**src/rtl/uart_poll_pkg.sv**
```systemverilog
package uart_poll_pkg;

    // Register offsets
    localparam logic [3:0] OFF_DIVH  = 4'd0;
    localparam logic [3:0] OFF_DIVL  = 4'd1;
    localparam logic [3:0] OFF_CTLA  = 4'd2;
    localparam logic [3:0] OFF_CTLB  = 4'd3;
    localparam logic [3:0] OFF_STAT  = 4'd4;
    localparam logic [3:0] OFF_STAT2 = 4'd5;
    localparam logic [3:0] OFF_CTLC  = 4'd6;
    localparam logic [3:0] OFF_DATA  = 4'd7;
    localparam logic [3:0] OFF_CTLD  = 4'd8;

    // Bit positions that the logic decodes
    localparam int CTLA_NINE_BIT = 4;
    localparam int CTLA_PAR_BIT  = 1;
    localparam int CTLB_TXEN_BIT = 3;
    localparam int CTLB_RXEN_BIT = 2;
    localparam int STAT_TXE_BIT  = 7;
    localparam int STAT_RXF_BIT  = 5;

    typedef enum logic [2:0] {
        TX_IDLE,
        TX_START,
        TX_DATA,
        TX_PARITY,
        TX_STOP
    } tx_state_e;

    typedef enum logic [2:0] {
        RX_IDLE,
        RX_START,
        RX_DATA,
        RX_PARITY,
        RX_STOP
    } rx_state_e;

endpackage

```
**src/rtl/uart_baud_gen.sv**
```systemverilog
module uart_baud_gen #(
    parameter int DIV_W = 13
) (
    input  logic             clk,
    input  logic             rst_n,
    input  logic [DIV_W-1:0] divisor,
    output logic             tick
);

    logic [DIV_W-1:0] cnt_q;

    always_ff @(posedge clk or negedge rst_n) begin
        if (!rst_n) begin
            cnt_q <= '0;
            tick  <= 1'b0;
        end else if (divisor == '0) begin
            cnt_q <= '0;
            tick  <= 1'b0;
        end else if (cnt_q >= divisor - 1'b1) begin
            cnt_q <= '0;
            tick  <= 1'b1;
        end else begin
            cnt_q <= cnt_q + 1'b1;
            tick  <= 1'b0;
        end
    end


    baud_off_chk: assert property (@(posedge clk) disable iff (!rst_n)
        (divisor == '0) |=> !tick);

endmodule

```
**src/rtl/uart_tx_engine.sv**
```systemverilog
module uart_tx_engine
    import uart_poll_pkg::*;
#(
    parameter int OVS = 16
) (
    input  logic       clk,
    input  logic       rst_n,
    input  logic       tick,
    input  logic       tx_en,
    input  logic       nine_bits,
    input  logic       par_en,
    input  logic       hold_full,
    input  logic [7:0] hold_data,
    output logic       load_ack,
    output logic       tx_o
);

    localparam int CW = $clog2(OVS);
    localparam int SW = 9;
    localparam int BW = $clog2(SW + 1);
    localparam logic [CW-1:0] CNT_LAST = CW'(OVS - 1);

    tx_state_e      state_q, state_d;
    logic [CW-1:0]  cnt_q, cnt_d;
    logic [BW-1:0]  bit_q, bit_d;
    logic [SW-1:0]  sh_q, sh_d;
    logic           par_q, par_d;
    logic           last_tick;
    logic [BW-1:0]  last_bit;

    assign last_tick = tick && (cnt_q == CNT_LAST);
    assign last_bit  = nine_bits ? BW'(SW - 1) : BW'(SW - 2);

    always_comb begin
        state_d  = state_q;
        cnt_d    = cnt_q;
        bit_d    = bit_q;
        sh_d     = sh_q;
        par_d    = par_q;
        load_ack = 1'b0;
        if (!tx_en) begin
            state_d = TX_IDLE;
            cnt_d   = '0;
        end else begin
            if (tick && state_q != TX_IDLE) begin
                cnt_d = last_tick ? '0 : cnt_q + 1'b1;
            end
            unique case (state_q)
                TX_IDLE: begin
                    if (tick && hold_full) begin
                        state_d  = TX_START;
                        cnt_d    = '0;
                        bit_d    = '0;
                        sh_d     = {1'b0, hold_data};
                        par_d    = ^hold_data;
                        load_ack = 1'b1;
                    end
                end
                TX_START: begin
                    if (last_tick) state_d = TX_DATA;
                end
                TX_DATA: begin
                    if (last_tick) begin
                        sh_d = sh_q >> 1;
                        if (bit_q == last_bit) begin
                            state_d = par_en ? TX_PARITY : TX_STOP;
                        end else begin
                            bit_d = bit_q + 1'b1;
                        end
                    end
                end
                TX_PARITY: begin
                    if (last_tick) state_d = TX_STOP;
                end
                TX_STOP: begin
                    if (last_tick) state_d = TX_IDLE;
                end
                default: state_d = TX_IDLE;
            endcase
        end
    end

    always_ff @(posedge clk or negedge rst_n) begin
        if (!rst_n) begin
            state_q <= TX_IDLE;
            cnt_q   <= '0;
            bit_q   <= '0;
            sh_q    <= '0;
            par_q   <= 1'b0;
        end else begin
            state_q <= state_d;
            cnt_q   <= cnt_d;
            bit_q   <= bit_d;
            sh_q    <= sh_d;
            par_q   <= par_d;
        end
    end

    always_comb begin
        unique case (state_q)
            TX_START:  tx_o = 1'b0;
            TX_DATA:   tx_o = sh_q[0];
            TX_PARITY: tx_o = par_q;
            default:   tx_o = 1'b1;
        endcase
    end


    tx_te_off_chk: assert property (@(posedge clk) disable iff (!rst_n)
        !tx_en |=> (state_q == TX_IDLE && tx_o));

endmodule

```
**src/rtl/uart_rx_engine.sv**
```systemverilog
module uart_rx_engine
    import uart_poll_pkg::*;
#(
    parameter int OVS = 16
) (
    input  logic       clk,
    input  logic       rst_n,
    input  logic       tick,
    input  logic       rx_en,
    input  logic       nine_bits,
    input  logic       par_en,
    input  logic       rx_i,
    output logic       rx_done,
    output logic [7:0] rx_byte
);

    localparam int CW = $clog2(OVS);
    localparam int SW = 9;
    localparam int BW = $clog2(SW + 1);
    localparam logic [CW-1:0] CNT_LAST  = CW'(OVS - 1);
    localparam logic [CW-1:0] HALF_LAST = CW'(OVS / 2 - 1);

    rx_state_e      state_q, state_d;
    logic [1:0]     sync_q;
    logic           prev_q;
    logic           line;
    logic [CW-1:0]  cnt_q, cnt_d;
    logic [BW-1:0]  bit_q, bit_d;
    logic [SW-1:0]  sh_q, sh_d;
    logic           done_d;
    logic [BW-1:0]  last_bit;

    assign line     = sync_q[1];
    assign last_bit = nine_bits ? BW'(SW - 1) : BW'(SW - 2);

    always_comb begin
        state_d = state_q;
        cnt_d   = cnt_q;
        bit_d   = bit_q;
        sh_d    = sh_q;
        done_d  = 1'b0;
        if (!rx_en) begin
            state_d = RX_IDLE;
            cnt_d   = '0;
        end else if (tick) begin
            unique case (state_q)
                RX_IDLE: begin
                    if (prev_q && !line) begin
                        state_d = RX_START;
                        cnt_d   = '0;
                    end
                end
                RX_START: begin
                    if (cnt_q == HALF_LAST) begin
                        cnt_d   = '0;
                        bit_d   = '0;
                        state_d = line ? RX_IDLE : RX_DATA;
                    end else begin
                        cnt_d = cnt_q + 1'b1;
                    end
                end
                RX_DATA: begin
                    if (cnt_q == CNT_LAST) begin
                        cnt_d = '0;
                        sh_d  = {line, sh_q[SW-1:1]};
                        if (bit_q == last_bit) begin
                            state_d = par_en ? RX_PARITY : RX_STOP;
                        end else begin
                            bit_d = bit_q + 1'b1;
                        end
                    end else begin
                        cnt_d = cnt_q + 1'b1;
                    end
                end
                RX_PARITY: begin
                    if (cnt_q == CNT_LAST) begin
                        cnt_d   = '0;
                        state_d = RX_STOP;
                    end else begin
                        cnt_d = cnt_q + 1'b1;
                    end
                end
                RX_STOP: begin
                    if (cnt_q == CNT_LAST) begin
                        cnt_d   = '0;
                        state_d = RX_IDLE;
                        done_d  = line;
                    end else begin
                        cnt_d = cnt_q + 1'b1;
                    end
                end
                default: state_d = RX_IDLE;
            endcase
        end
    end

    always_ff @(posedge clk or negedge rst_n) begin
        if (!rst_n) begin
            state_q <= RX_IDLE;
            sync_q  <= 2'b11;
            prev_q  <= 1'b1;
            cnt_q   <= '0;
            bit_q   <= '0;
            sh_q    <= '0;
        end else begin
            state_q <= state_d;
            sync_q  <= {sync_q[0], rx_i};
            if (tick) prev_q <= line;
            cnt_q   <= cnt_d;
            bit_q   <= bit_d;
            sh_q    <= sh_d;
        end
    end

    always_ff @(posedge clk or negedge rst_n) begin
        if (!rst_n) begin
            rx_done <= 1'b0;
            rx_byte <= '0;
        end else begin
            rx_done <= done_d;
            if (done_d) rx_byte <= nine_bits ? sh_q[7:0] : sh_q[8:1];
        end
    end


    rx_stop_high_chk: assert property (@(posedge clk) disable iff (!rst_n)
        rx_done |-> $past(line));

endmodule

```
**src/rtl/uart_poll_periph.sv**
```systemverilog
module uart_poll_periph
    import uart_poll_pkg::*;
#(
    parameter int DIV_W = 13,
    parameter int OVS   = 16
) (
    input  logic       clk,
    input  logic       rst_n,
    input  logic       bus_sel,
    input  logic       bus_wr,
    input  logic [3:0] bus_addr,
    input  logic [7:0] bus_wdata,
    output logic [7:0] bus_rdata,
    input  logic       rx_i,
    output logic       tx_o
);

    localparam int HI_W = DIV_W - 8;

    logic [HI_W-1:0] divh_q;
    logic [7:0]      divl_q, ctla_q, ctlb_q, stat2_q, ctlc_q, ctld_q;
    logic [7:0]      hold_q, rdr_q;
    logic            hold_full_q, rdrf_q;
    logic            wr_en, rd_en;
    logic            tick, tx_load_ack, rx_done;
    logic [7:0]      rx_byte;
    logic [7:0]      stat_byte;

    assign wr_en = bus_sel && bus_wr;
    assign rd_en = bus_sel && !bus_wr;

    always_comb begin
        stat_byte = '0;
        stat_byte[STAT_TXE_BIT] = !hold_full_q;
        stat_byte[STAT_RXF_BIT] = rdrf_q;
    end

    always_ff @(posedge clk or negedge rst_n) begin
        if (!rst_n) begin
            divh_q  <= '0;
            divl_q  <= '0;
            ctla_q  <= '0;
            ctlb_q  <= '0;
            stat2_q <= '0;
            ctlc_q  <= '0;
            ctld_q  <= '0;
            hold_q  <= '0;
        end else if (wr_en) begin
            unique case (bus_addr)
                OFF_DIVH:  divh_q  <= bus_wdata[HI_W-1:0];
                OFF_DIVL:  divl_q  <= bus_wdata;
                OFF_CTLA:  ctla_q  <= bus_wdata;
                OFF_CTLB:  ctlb_q  <= bus_wdata;
                OFF_STAT2: stat2_q <= bus_wdata;
                OFF_CTLC:  ctlc_q  <= bus_wdata;
                OFF_DATA:  hold_q  <= bus_wdata;
                OFF_CTLD:  ctld_q  <= bus_wdata;
                default: ;
            endcase
        end
    end

    always_ff @(posedge clk or negedge rst_n) begin
        if (!rst_n) begin
            hold_full_q <= 1'b0;
            rdrf_q      <= 1'b0;
            rdr_q       <= '0;
        end else begin
            if (wr_en && bus_addr == OFF_DATA) hold_full_q <= 1'b1;
            else if (tx_load_ack)              hold_full_q <= 1'b0;
            if (rx_done) begin
                rdrf_q <= 1'b1;
                rdr_q  <= rx_byte;
            end else if (rd_en && bus_addr == OFF_DATA) begin
                rdrf_q <= 1'b0;
            end
        end
    end

    always_comb begin
        bus_rdata = '0;
        if (rd_en) begin
            unique case (bus_addr)
                OFF_DIVH:  bus_rdata = 8'(divh_q);
                OFF_DIVL:  bus_rdata = divl_q;
                OFF_CTLA:  bus_rdata = ctla_q;
                OFF_CTLB:  bus_rdata = ctlb_q;
                OFF_STAT:  bus_rdata = stat_byte;
                OFF_STAT2: bus_rdata = stat2_q;
                OFF_CTLC:  bus_rdata = ctlc_q;
                OFF_DATA:  bus_rdata = rdr_q;
                OFF_CTLD:  bus_rdata = ctld_q;
                default:   bus_rdata = '0;
            endcase
        end
    end

    uart_baud_gen #(.DIV_W(DIV_W)) baud_i (
        .clk     (clk),
        .rst_n   (rst_n),
        .divisor ({divh_q, divl_q}),
        .tick    (tick)
    );

    uart_tx_engine #(.OVS(OVS)) tx_i (
        .clk       (clk),
        .rst_n     (rst_n),
        .tick      (tick),
        .tx_en     (ctlb_q[CTLB_TXEN_BIT]),
        .nine_bits (ctla_q[CTLA_NINE_BIT]),
        .par_en    (ctla_q[CTLA_PAR_BIT]),
        .hold_full (hold_full_q),
        .hold_data (hold_q),
        .load_ack  (tx_load_ack),
        .tx_o      (tx_o)
    );

    uart_rx_engine #(.OVS(OVS)) rx_i_eng (
        .clk       (clk),
        .rst_n     (rst_n),
        .tick      (tick),
        .rx_en     (ctlb_q[CTLB_RXEN_BIT]),
        .nine_bits (ctla_q[CTLA_NINE_BIT]),
        .par_en    (ctla_q[CTLA_PAR_BIT]),
        .rx_i      (rx_i),
        .rx_done   (rx_done),
        .rx_byte   (rx_byte)
    );


    txe_rise_chk: assert property (@(posedge clk) disable iff (!rst_n)
        $fell(hold_full_q) |-> $past(tx_load_ack));


    rdrf_set_chk: assert property (@(posedge clk) disable iff (!rst_n)
        rx_done |=> (rdrf_q && rdr_q == $past(rx_byte)));


    rdrf_read_clear_chk: assert property (@(posedge clk) disable iff (!rst_n)
        (rd_en && bus_addr == OFF_DATA && rdrf_q && !rx_done) |=> !rdrf_q);

endmodule

```
**config.mk**
```make
export PLATFORM = sky130hd
export DESIGN_NAME = uart_poll_periph
export DESIGN_NICKNAME = d
export VERILOG_FILES = /design/src/rtl/uart_poll_pkg.sv /design/src/rtl/uart_baud_gen.sv /design/src/rtl/uart_tx_engine.sv /design/src/rtl/uart_rx_engine.sv /design/src/rtl/uart_poll_periph.sv
export SDC_FILE = /design/constraint.sdc
export NUM_CORES = 1
export LEC_CHECK = 0
export BUFFER_PORTS_ARGS = -buffer_cell sky130_fd_sc_hd__buf_4
export CAP_MARGIN = 25
export CORE_MARGIN = 4
export CORE_UTILIZATION = 30
export DETAILED_ROUTE_END_ITERATION = 12
export GPL_ROUTABILITY_DRIVEN = 0
export PLACE_DENSITY_LB_ADDON = 0.25
export SETUP_SLACK_MARGIN = 0.15
export SYNTH_ARGS = -nofsm -noshare
export SYNTH_HDL_FRONTEND = slang
export SYNTH_SLANG_ARGS = --single-unit
```
**constraint.sdc**
```tcl
create_clock -name clk -period 4.1 [get_ports clk]
set_input_delay 0.82 -clock clk [delete_from_list [all_inputs] [get_ports clk]]
set_output_delay 0.82 -clock clk [all_outputs]
set_load 0.03 [all_outputs]
```
==> Word level (Yosys, flattened, before mapping) <==
Index checks and enable logic that the tools add are counted.
{ "op_classes": {"n_addsub": 6, "magnitude_cmp": 1, "eq_ne": 41, "mux": 61, "reduce_logical": 38} }
{ "op_table": {"columns": ["cell", "count"], "rows": [
  ["one-hot mux 8 bit (9 select lines)", 1],
  ["two-way mux 4 bit", 17],
  ["two-way mux 3 bit", 16],
  ["!= test 3 x 2 -> 1 bit, second input constant", 12],
  ["one-hot mux 3 bit (5 select lines)", 2],
  ["two-way mux 13 bit", 2],
  ["== test 4 x 3 -> 1 bit, second input constant", 5],
  ["two-way mux 9 bit", 2],
  ["one-hot mux 9 bit (2 select lines)", 1],
  ["adder 4 x 1 -> 4 bit, second input constant", 4],
  ["two-way mux 8 bit", 2],
  ["one-hot mux 4 bit (2 select lines)", 2],
  ["AND reduction 2 bit", 8],
  ["adder 13 x 1 -> 13 bit, second input constant", 1],
  [">= comparator 13 bit", 1],
  ["zero test 13 bit", 1],
  ["two-way mux 1 bit", 13],
  ["subtractor 13 x 1 -> 13 bit, second input constant", 1],
  ["== test 3 x 2 -> 1 bit, second input constant", 4],
  ["== test 4 bit, second input constant", 3],
  ["one-hot mux 4 bit (3 select lines)", 1],
  ["AND reduction 6 bit", 2],
  ["!= test 2 x 1 -> 1 bit, second input constant", 5],
  ["== test 4 x 2 -> 1 bit, second input constant", 2],
  ["other kinds (20)", 39]
]} }
{ "word_totals": {"ff_bits": 138, "in_bits": 17, "elab_cells": 173} }

==> Depth between registers and ports, before layout <==
Gate-level depths: netlist of run 1.
{ "depth": {"word_depth": 7, "ltp_mapped": 12} }

==> By module <==
From an unflattened synthesis of run 1, not the netlist that was laid out.
{ "hier_totals": {"cells_unflattened": 664, "hier_area_um2": 7423.4} }
{ "by_module_without_submodules": {"columns": ["module", "n_inst", "cells_per_inst", "area_per_inst_um2", "seq_area_each_um2"], "rows": [
  ["uart_poll_periph", 1, 249, 3412.0, 1776.7],
  ["uart_rx_engine", 1, 153, 1584.0, 804.5],
  ["uart_tx_engine", 1, 126, 1238.7, 500.5],
  ["uart_baud_gen", 1, 136, 1188.6, 350.3]
]} }

==> Worst setup path before layout of run 1 <==
Ideal clock, no wire load.
{ "synth_timing": {"path_type": "in2out", "start": "in bus_addr[2]", "end": "out bus_rdata[5]", "arrival_time_ns": 2.454, "t_required_ns": 3.280, "setup_slack_ns": 0.826, "cell_stages": 5, "n_path_buf": 1, "cell_sequence": "buf_4 -> or3_1 -> nor2_1 -> a21oi_1 -> o21ai_0"} }
{ "synth_between": {"elab_chain_cells": 3} }
{ "synth_rtl": {"columns": ["item", "line_no", "source"], "rows": [
  ["start, declared", "uart_poll_periph.sv:11", "input logic [3:0] bus_addr,"],
  ["== test 4 bit (tied with other cells)", "uart_poll_periph.sv:83", "unique case (bus_addr)"],
  ["one-hot mux 8 bit (9 select lines) *", "uart_poll_periph.sv:83", null],
  ["two-way mux 8 bit *", "uart_poll_periph.sv:82", "if (rd_en) begin"],
  ["end, declared", "uart_poll_periph.sv:13", "output logic [7:0] bus_rdata,"]
]} }
Mark *: on every way between the ends. The rest lies on a longest branch, timed or not.

==> Worst setup path after layout of run 1 <==
{ "layout_timing": {"start": "in bus_addr[2]", "end": "out bus_rdata[1]"} }
The elaborated chain is that of the path after synthesis.

==> results of run 1 <==
-- state kept, by name, summed over array words and instances, names as in the netlist, 2 cells and up --
| register | cells |
|---|---|
| baud_i.cnt_q | 13 |
| tx_i.state_q | 3 |
| stat2_q | 8 |
| rx_i_eng.bit_q | 4 |
| ctlb_q | 8 |
| rx_i_eng.sync_q | 2 |
| divh_q | 5 |
| tx_i.sh_q | 8 |
| tx_i.bit_q | 4 |
| rx_i_eng.state_q | 3 |
| ctlc_q | 8 |
| tx_i.cnt_q | 4 |
| ctla_q | 8 |
| rx_i_eng.sh_q | 9 |
| rdr_q | 8 |
| ctld_q | 8 |
| rx_i_eng.rx_byte | 8 |
| divl_q | 8 |
| hold_q | 8 |
| rx_i_eng.cnt_q | 4 |
-- worst max path at each step --
stage | cells after the start | startpoint | slack (ns) | to
6_report | 7 | bus_addr[2] | 0.63 | bus_rdata[1]
2_1_floorplan | 5 | bus_addr[2] | 0.83 | bus_rdata[5]
5_1_grt | 6 | bus_addr[1] | 0.54 | bus_rdata[1]
3_3_place_gp | 7 | bus_addr[2] | 0.53 | bus_rdata[1]
4_1_cts | 7 | bus_addr[2] | 0.59 | bus_rdata[1]
3_5_place_dp | 7 | bus_addr[2] | 0.60 | bus_rdata[1]
-- stage by stage --
| step | hold slack [ns] | worst slack, ns |
|---|---|---|
| after global placement | 0.347 | 0.529 |
| final | 0.360 | 0.632 |
| after floorplan | 0.345 | 0.826 |
| after detailed placement | 0.349 | 0.597 |
| after CTS | 0.361 | 0.587 |
| after global routing | 0.374 | 0.540 |
-- cell type report --
type / instances / area share (%)
clock buffers: 18 / 5.26
well taps: 319 / 4.78
clock inverters: 14 / 2.32
multi-input cells: 477 / 43.0
flip-flops and latches: 137 / 41.1
inverters: 20 / 0.899
repair buffers: 28 / 2.71
-- cells by family (layout without fill, tap and decap cells) --
| family | count (synthesis) | count (layout) | share of synthesized area [%] |
|---|---|---|---|
| AOI/OAI and AO/OA | 110 | 110 | 10.0 |
| DFF | 137 | 137 | 47.6 |
| and+or+nand+nor | 203 | 203 | 14.9 |
| xor gates and xnor gates | 31 | 31 | 3.77 |
| buffers and inverters | 42 | 80 | 2.69 |
| adders and majority gates | 19 | 19 | 3.30 |
| muxes | 114 | 114 | 17.7 |
-- metal layers --
| layer | GRT usage [%] | vias up | wire length, um |
|---|---|---|---|
| met2 | 20.2 | 54 | 7450 |
| met5 | 0 | - | 0 |
| met3 | 2.14 | 19 | 332 |
| li1 | - | 2419 | - |
| met1 | 18.1 | 2450 | 7970 |
| met4 | 4.35 | 0 | 268 |
-- cells in the mapped netlist, types with 13 or more instances --
cell type  count
nand2_1       51
mux2i_1       26
xor2_1        14
dfrtp_1      134
a21oi_1       29
o21ai_0       24
mux2_2        86
ha_1          19
nor2b_1       14
nor2_1        49
nor3_1        13
inv_1         20
nand3_1       19
xnor2_1       17
-- power groups by stage --
stage          sequential, mW  clock [mW]  combinational, mW
4_1_cts                  1.75        1.69              0.715
5_1_grt                  1.78        1.75              0.804
6_report                 1.75        1.65              0.701
2_1_floorplan            1.68           0              0.581
3_3_place_gp             1.77           0              0.692
3_5_place_dp             1.77           0              0.712
==> metrics.yaml, run 1 <==
grt_pass1_vias: 5062
p_sw_mw: 1.15
ys_seq_area_share_pct: 47.6
drt_pass1_iterations: 4
holdPathEnd: "rx_i_eng.sync_q[1]$_DFF_PN1_"
fillers: 2445
coreArea_um2: 23500
cts_hold_buffers: 0
slew_viol_final: 0
intPower_mw: 2.95
wl_per_cell_um: 15.8
grt_max_degree: 83
syn-num-nets: 692
fin_skew_ns: 0.00710
required_ns: 3.28
multi_input_area_um2: 3590
synth_seq_cells: 137
die_x_um: 163
worstHoldPathType: "flip-flop to flip-flop"
cts_buffers: 17
antenna_found_initial: 0
power_mw: 4.10
period_share_pct: 84.6
power_frac_clock_pct: 40.3
place_hpwl_um: 11200
holdPathStages: 0
ctsRootBufferMaster: "clkbuf_16"
drc: 0
syn_area_um2: 7210
crit_family: "compound AO/OA/AOI/OAI gates"
ant_nets: 0
drive_above_1_share_pct: 24.4
slowest_delay_ns: 0.61
path_max_fanout: 28
die_h_um: 163
synth_edf_count: 0
ir_drop_uv: 278
htree_levels: 4
reg2reg_from: "divl_q[2]$_DFFE_PN0P_"
avgSynthCellArea_um2: 11.0
io_pins: 26
async_flop_share_pct: 100
grt_pass1_wl_um: 27300
synth_area_leader_cell: "dfrtp_1"
seqPwrFrac_pct: 42.6
synth_flop_cell: "dfrtp_1"
period_minus_slack_ns: 3.47
setup-violations-final: 0
clkLatencyLatePin_ns: 0.42
area_growth_pct: 15.9
place_area_um2: 7720
comb_power_share_pct: 17.1
r2r_end: "baud_i.cnt_q[12]$_DFF_PN0_"
grt_overflow: 0
stdcell_area_um2: 8350
slew_headroom_pct: 47.7
n_antenna_cell: 0
fin_cells: 1013
path_class: "input port to output port"
cts_buffer_depth: 2
finalHoldViolations: 0
vias: 4942
place_inst: 981
arrival_ns: 2.65
cap_violations: 0
nNetsFinal: 717
rsz0062_at_grt: "no"
final_common_cell: "dfrtp_1"
drt_iter0_markers: 283
placementRows: 56
crit_path_end_kind: "output port"
die-area_um2: 26600
cp_slowest_cell: "a2111oi_0"
cp-start-kind: "input port"
path_buf_inv: 2
cts_setup_buffers: 0
hold_path.startpoint: "rx_i_eng.sync_q[0]$_DFF_PN1_"
final_cell_mix: "dfrtp_1, mux2_2, nand2_1"
ys_warn_count: 0
vias_per_cell: 4.88
syn-instance-count: 656
cts_tree: "done"
netlist.area_leader.share_pct: 46.5
grt_usage_pct: 12.9
wirelength_um: 16000
cp_cell_sequence: "buf_4 -> mux2_2 -> a22oi_1 -> nor2_1 -> a2111oi_0 -> nor2_1 -> buf_4"
finalSetupTns_ns: 0
powerDensity_nw_per_um2: 491
io_buffers: 25
finalCoreUtilization_pct: 35.5
synthTopCellsByArea: "dfrtp_1, mux2_2, mux2i_1"
cts.sinks: 137
rr_worst_depth: 10
status: "finished clean"
ff2ff_setup_slack_ns: 1.26
start_util_pct: 30.6
cts-resized-gates: 0
path_clk_slew_ns: 0.06
max_freq_ghz: 0.288
regArea_um2: 3430
worst_pin_slew_ns: 0.784
leakagePower_nw: 3.61
synth_cell_types: 72
sw_frac_of_total_pct: 28.1
(Power assumes the default switching activity.)
==> inputs of run 2 (changes only) <==
Clock period 4.1 ns to 3.15 ns, I/O delays scaled along.
==> metrics.yaml, run 2 (same netlist as run 1, synthesis figures left out) <==
status: "finished clean"
grt_max_degree: 63
cap_violations: 0
cts.sinks: 137
die_x_um: 163
drive_above_1_share_pct: 26.1
worst_pin_slew_ns: 0.610
htree_levels: 4
largest-register: "baud_i.cnt_q"
clkLatencyLatePin_ns: 0.42
drt_pass1_iterations: 5
period_share_pct: 89.6
cp-start-kind: "input port"
n_antenna_cell: 0
die-area_um2: 26600
slew_headroom_pct: 59.2
area_growth_pct: 17.3
io_pins: 26
cts_buffer_depth: 2
fin_skew_ns: 0.0110
largest_register_ff_count: 13
period_minus_slack_ns: 2.82
rr_worst_depth: 10
top_regs: "baud_i.cnt_q: 13 flops, rx_i_eng.sh_q: 9 flops"
path_max_fanout: 7
wl_per_cell_um: 16.3
ir_drop_uv: 370
ctsRootBufferMaster: "clkbuf_16"
leakagePower_nw: 3.67
ant_nets: 0
worstHoldPathType: "input port to async pin"
drt_iter0_markers: 240
vias: 5035
grt_pass1_wl_um: 27700
final_cell_mix: "dfrtp_1, mux2_2, nand2_1"
cts_buffers: 17
finalSetupTns_ns: 0
grt_usage_pct: 13.2
grt_overflow: 0
grt_pass1_vias: 5067
slew_viol_final: 0
place_hpwl_um: 11800
path_class: "input port to output port"
drc: 0
coreArea_um2: 23500
nNetsFinal: 729
antenna_found_initial: 0
final_common_cell: "dfrtp_1"
rsz0062_at_grt: "no"
wirelength_um: 16700
io_buffers: 25
die_h_um: 163
start_util_pct: 30.6
powerDensity_nw_per_um2: 631
crit_path_end_kind: "output port"
placementRows: 56
arrival_ns: 2.19
cts_hold_buffers: 0
path_clk_slew_ns: 0.06
finalHoldViolations: 0
finalCoreUtilization_pct: 35.9
max_freq_ghz: 0.354
vias_per_cell: 4.91
setup-violations-final: 0
cts_tree: "done"
required_ns: 2.52
-- run 2: power breakdown --
group / internal [mW] / switching, mW / total (mW) / leakage [nW]
Sequential: 2.01 / 0.237 / 2.25 / 1.82
Clock: 1.33 / 0.780 / 2.11 / 0.305
Combinational: 0.491 / 0.487 / 0.978 / 1.55
-- run 2: what timing repair did --
item / in CTS / in global routing
buffers inserted: 0 / 0
gates cloned: 0 / 1
resized for setup: 1 / 3
pin swaps: 0 / 1
endpoints found under the setup margin: 1 / 14
-- run 2: path summary, 6_finish.rpt --
| path | startpoint | endpoint | slack, ns |
|---|---|---|---|
| setup / recovery | bus_addr[2] | bus_rdata[1] | 0.33 |
| hold / removal | rst_n | tx_i.state_q[2]$_DFFE_PN0P_ | 0.19 |
| setup reg to reg | divl_q[2]$_DFFE_PN0P_ | baud_i.cnt_q[9]$_DFF_PN0_ | 0.42 |
| hold reg to reg | rx_i_eng.sync_q[0]$_DFF_PN1_ | rx_i_eng.sync_q[1]$_DFF_PN1_ | 0.36 |
| max in group asynchronous | rst_n | rx_i_eng.bit_q[1]$_DFFE_PN0P_ | 2.18 |
| min in group clk | rx_i | rx_i_eng.sync_q[0]$_DFF_PN1_ | 0.31 |
-- run 2: routing by layer --
| layer | vias up | track usage, % | wire (um) |
|---|---|---|---|
| li1 | 2453 | - | - |
| met1 | 2504 | 18.2 | 8080 |
| met2 | 63 | 21.0 | 7960 |
| met3 | 15 | 2.57 | 484 |
| met4 | 0 | 4.46 | 208 |
| met5 | - | 0 | 0 |
-- run 2: cell type report --
type / instances / area (um2)
clock buffers: 21 / 480
clock inverters: 11 / 143
fillers: 2399 / 15100
inverters: 20 / 75.1
multi-input cells: 478 / 3620
flip-flops and latches: 137 / 3430
well taps: 319 / 399
repair buffers: 39 / 309
-- run 2: stage by stage --
| step | cell area (um2) | cells | hold slack [ns] | power (mW) | worst slack (ns) |
|---|---|---|---|---|---|
| final | 8460 | 1025 | 0.188 | 5.34 | 0.328 |
| after global routing | 8460 | 1025 | 0.225 | 5.63 | 0.197 |
| after CTS | 8430 | 1024 | 0.207 | 5.38 | 0.201 |
| after floorplan | 7210 | 656 | 0.334 | 2.94 | 0.256 |
| after detailed placement | 7800 | 992 | 0.347 | 3.26 | 0.116 |
| after global placement | 7800 | 992 | 0.348 | 3.24 | 0.172 |
-- run 2: worst max-delay path: stages --
cell and delay [ns]:
buf_4 0.15, mux2_2 0.35, a22oi_1 0.20, nor2_1 0.08, a2111oi_2 0.39, buf_4 0.18, nor2_1 0.03, buf_4 0.17
==> inputs of run 3 (changes only) <==
Settings changed: CORE_UTILIZATION 30 to 44.
==> metrics.yaml, run 3 (same netlist as run 1, synthesis figures left out) <==
path_buf_inv: 2
die_x_um: 136
final_common_cell: "dfrtp_1"
max_freq_ghz: 0.352
crit_path_end_kind: "output port"
vias: 5192
slew_viol_final: 0
power_frac_clock_pct: 39.1
stdcell_area_um2: 8280
cp-start-kind: "input port"
place_area_um2: 7630
period_share_pct: 90.1
worstHoldPathType: "input port to async pin"
final_cell_mix: "dfrtp_1, mux2_2, nand2_1"
cts_hold_buffers: 0
die_h_um: 136
placementRows: 46
fin_skew_ns: 0.00848
cts_buffers: 17
period_minus_slack_ns: 2.84
grt_max_degree: 64
place_hpwl_um: 11500
n_antenna_cell: 0
wl_per_cell_um: 17.9
largest_register_ff_count: 13
cp_slowest_cell: "or3_1"
ctsRootBufferMaster: "clkbuf_16"
vias_per_cell: 5.67
reg2reg_from: "divl_q[2]$_DFFE_PN0P_"
grt_pass1_wl_um: 27800
crit_family: "simple AND/OR/NAND/NOR gates"
nNetsFinal: 723
status: "finished clean"
required_ns: 2.52
p_sw_mw: 1.51
ir_drop_uv: 438
finalSetupTns_ns: 0
drt_iter0_markers: 391
path_class: "input port to output port"
comb_power_share_pct: 18.5
rr_worst_depth: 10
finalCoreUtilization_pct: 51.9
ant_nets: 0
drt_pass1_iterations: 4
drc: 0
seqPwrFrac_pct: 42.4
finalHoldViolations: 0
sw_frac_of_total_pct: 28.3
ff2ff_setup_slack_ns: 0.36
cts-resized-gates: 0
io_pins: 26
slowest_delay_ns: 0.47
fillers: 1380
cts_setup_buffers: 0
start_util_pct: 45.2
place_inst: 883
arrival_ns: 2.21
antenna_found_initial: 0
path_clk_slew_ns: 0.06
area_growth_pct: 14.8
path_max_fanout: 23
drive_above_1_share_pct: 25.1
htree_levels: 4
wirelength_um: 16400
r2r_end: "baud_i.cnt_q[6]$_DFF_PN0_"
power_mw: 5.34
grt_usage_pct: 19.1
intPower_mw: 3.83
fin_cells: 916
worst_pin_slew_ns: 0.738
coreArea_um2: 15900
rsz0062_at_grt: "no"
leakagePower_nw: 3.65
die-area_um2: 18500
clkLatencyLatePin_ns: 0.42
cts_buffer_depth: 2
cp_cell_sequence: "buf_4 -> or3_1 -> nor2_1 -> a21oi_1 -> o21ai_0 -> buf_4"
powerDensity_nw_per_um2: 645
top_regs: "baud_i.cnt_q: 13 flops, rx_i_eng.sh_q: 9 flops"
crit_top_cell: "buf_4"
cap_violations: 0
grt_pass1_vias: 5282
slew_headroom_pct: 50.6
grt_overflow: 0
io_buffers: 25
cts.sinks: 137
setup-violations-final: 0
cts_tree: "done"
largest-register: "baud_i.cnt_q"
run 3: cell count changes in the layout (fill, tap and decap cells not counted):
cell	before	now
a2111oi_2	1	0
a2111oi_0	0	1
buf_4	37	31
clkinv_2	4	3
clkinv_4	1	3
clkinvlp_4	2	0
clkbuf_1	0	1
run 3: how the worst max path moves through the flow:
stage                               start                         end  cells past startpoint
global route        divl_q[2]$_DFFE_PN0P_   baud_i.cnt_q[2]$_DFF_PN0_                     10
floorplan                     bus_addr[2]                bus_rdata[5]                      5
CTS                 divl_q[2]$_DFFE_PN0P_  baud_i.cnt_q[10]$_DFF_PN0_                     10
detailed placement            bus_addr[1]                bus_rdata[5]                      6
global placement              bus_addr[2]                bus_rdata[1]                      7
finish                        bus_addr[1]                bus_rdata[5]                      6
run 3: power groups by stage:
stage / Clock (mW) / Sequential (mW) / Combinational [mW]
2_1_floorplan: 0 / 2.19 / 0.756
3_3_place_gp: 0 / 2.28 / 0.931
3_5_place_dp: 0 / 2.29 / 0.965
4_1_cts: 2.12 / 2.26 / 0.979
5_1_grt: 2.21 / 2.30 / 1.12
6_report: 2.09 / 2.26 / 0.987
run 3: per-stage QoR:
| step | setup slack [ns] | hold slack (ns) |
|---|---|---|
| final | 0.311 | 0.151 |
| after global routing | 0.147 | 0.184 |
| after CTS | 0.320 | 0.163 |
| after detailed placement | 0.360 | 0.350 |
| after global placement | 0.393 | 0.347 |
| after floorplan | 0.256 | 0.334 |
run 3: metal layers:
metal  wire length [um]  global-route usage, %
met5                  0                      0
met4                268                   5.94
met3                512                   3.81
met2               7990                   30.6
met1               7630                   26.1
run 3: final cells by class:
cell class	count	area (um2)	share of cell area [%]
clock buffers	22	484	5.85
inverters	20	75.1	0.907
repair buffers	33	264	3.19
multi-input cells	478	3610	43.6
flip-flops and latches	137	3430	41.5
clock inverters	10	140	1.69
well taps	216	270	3.26
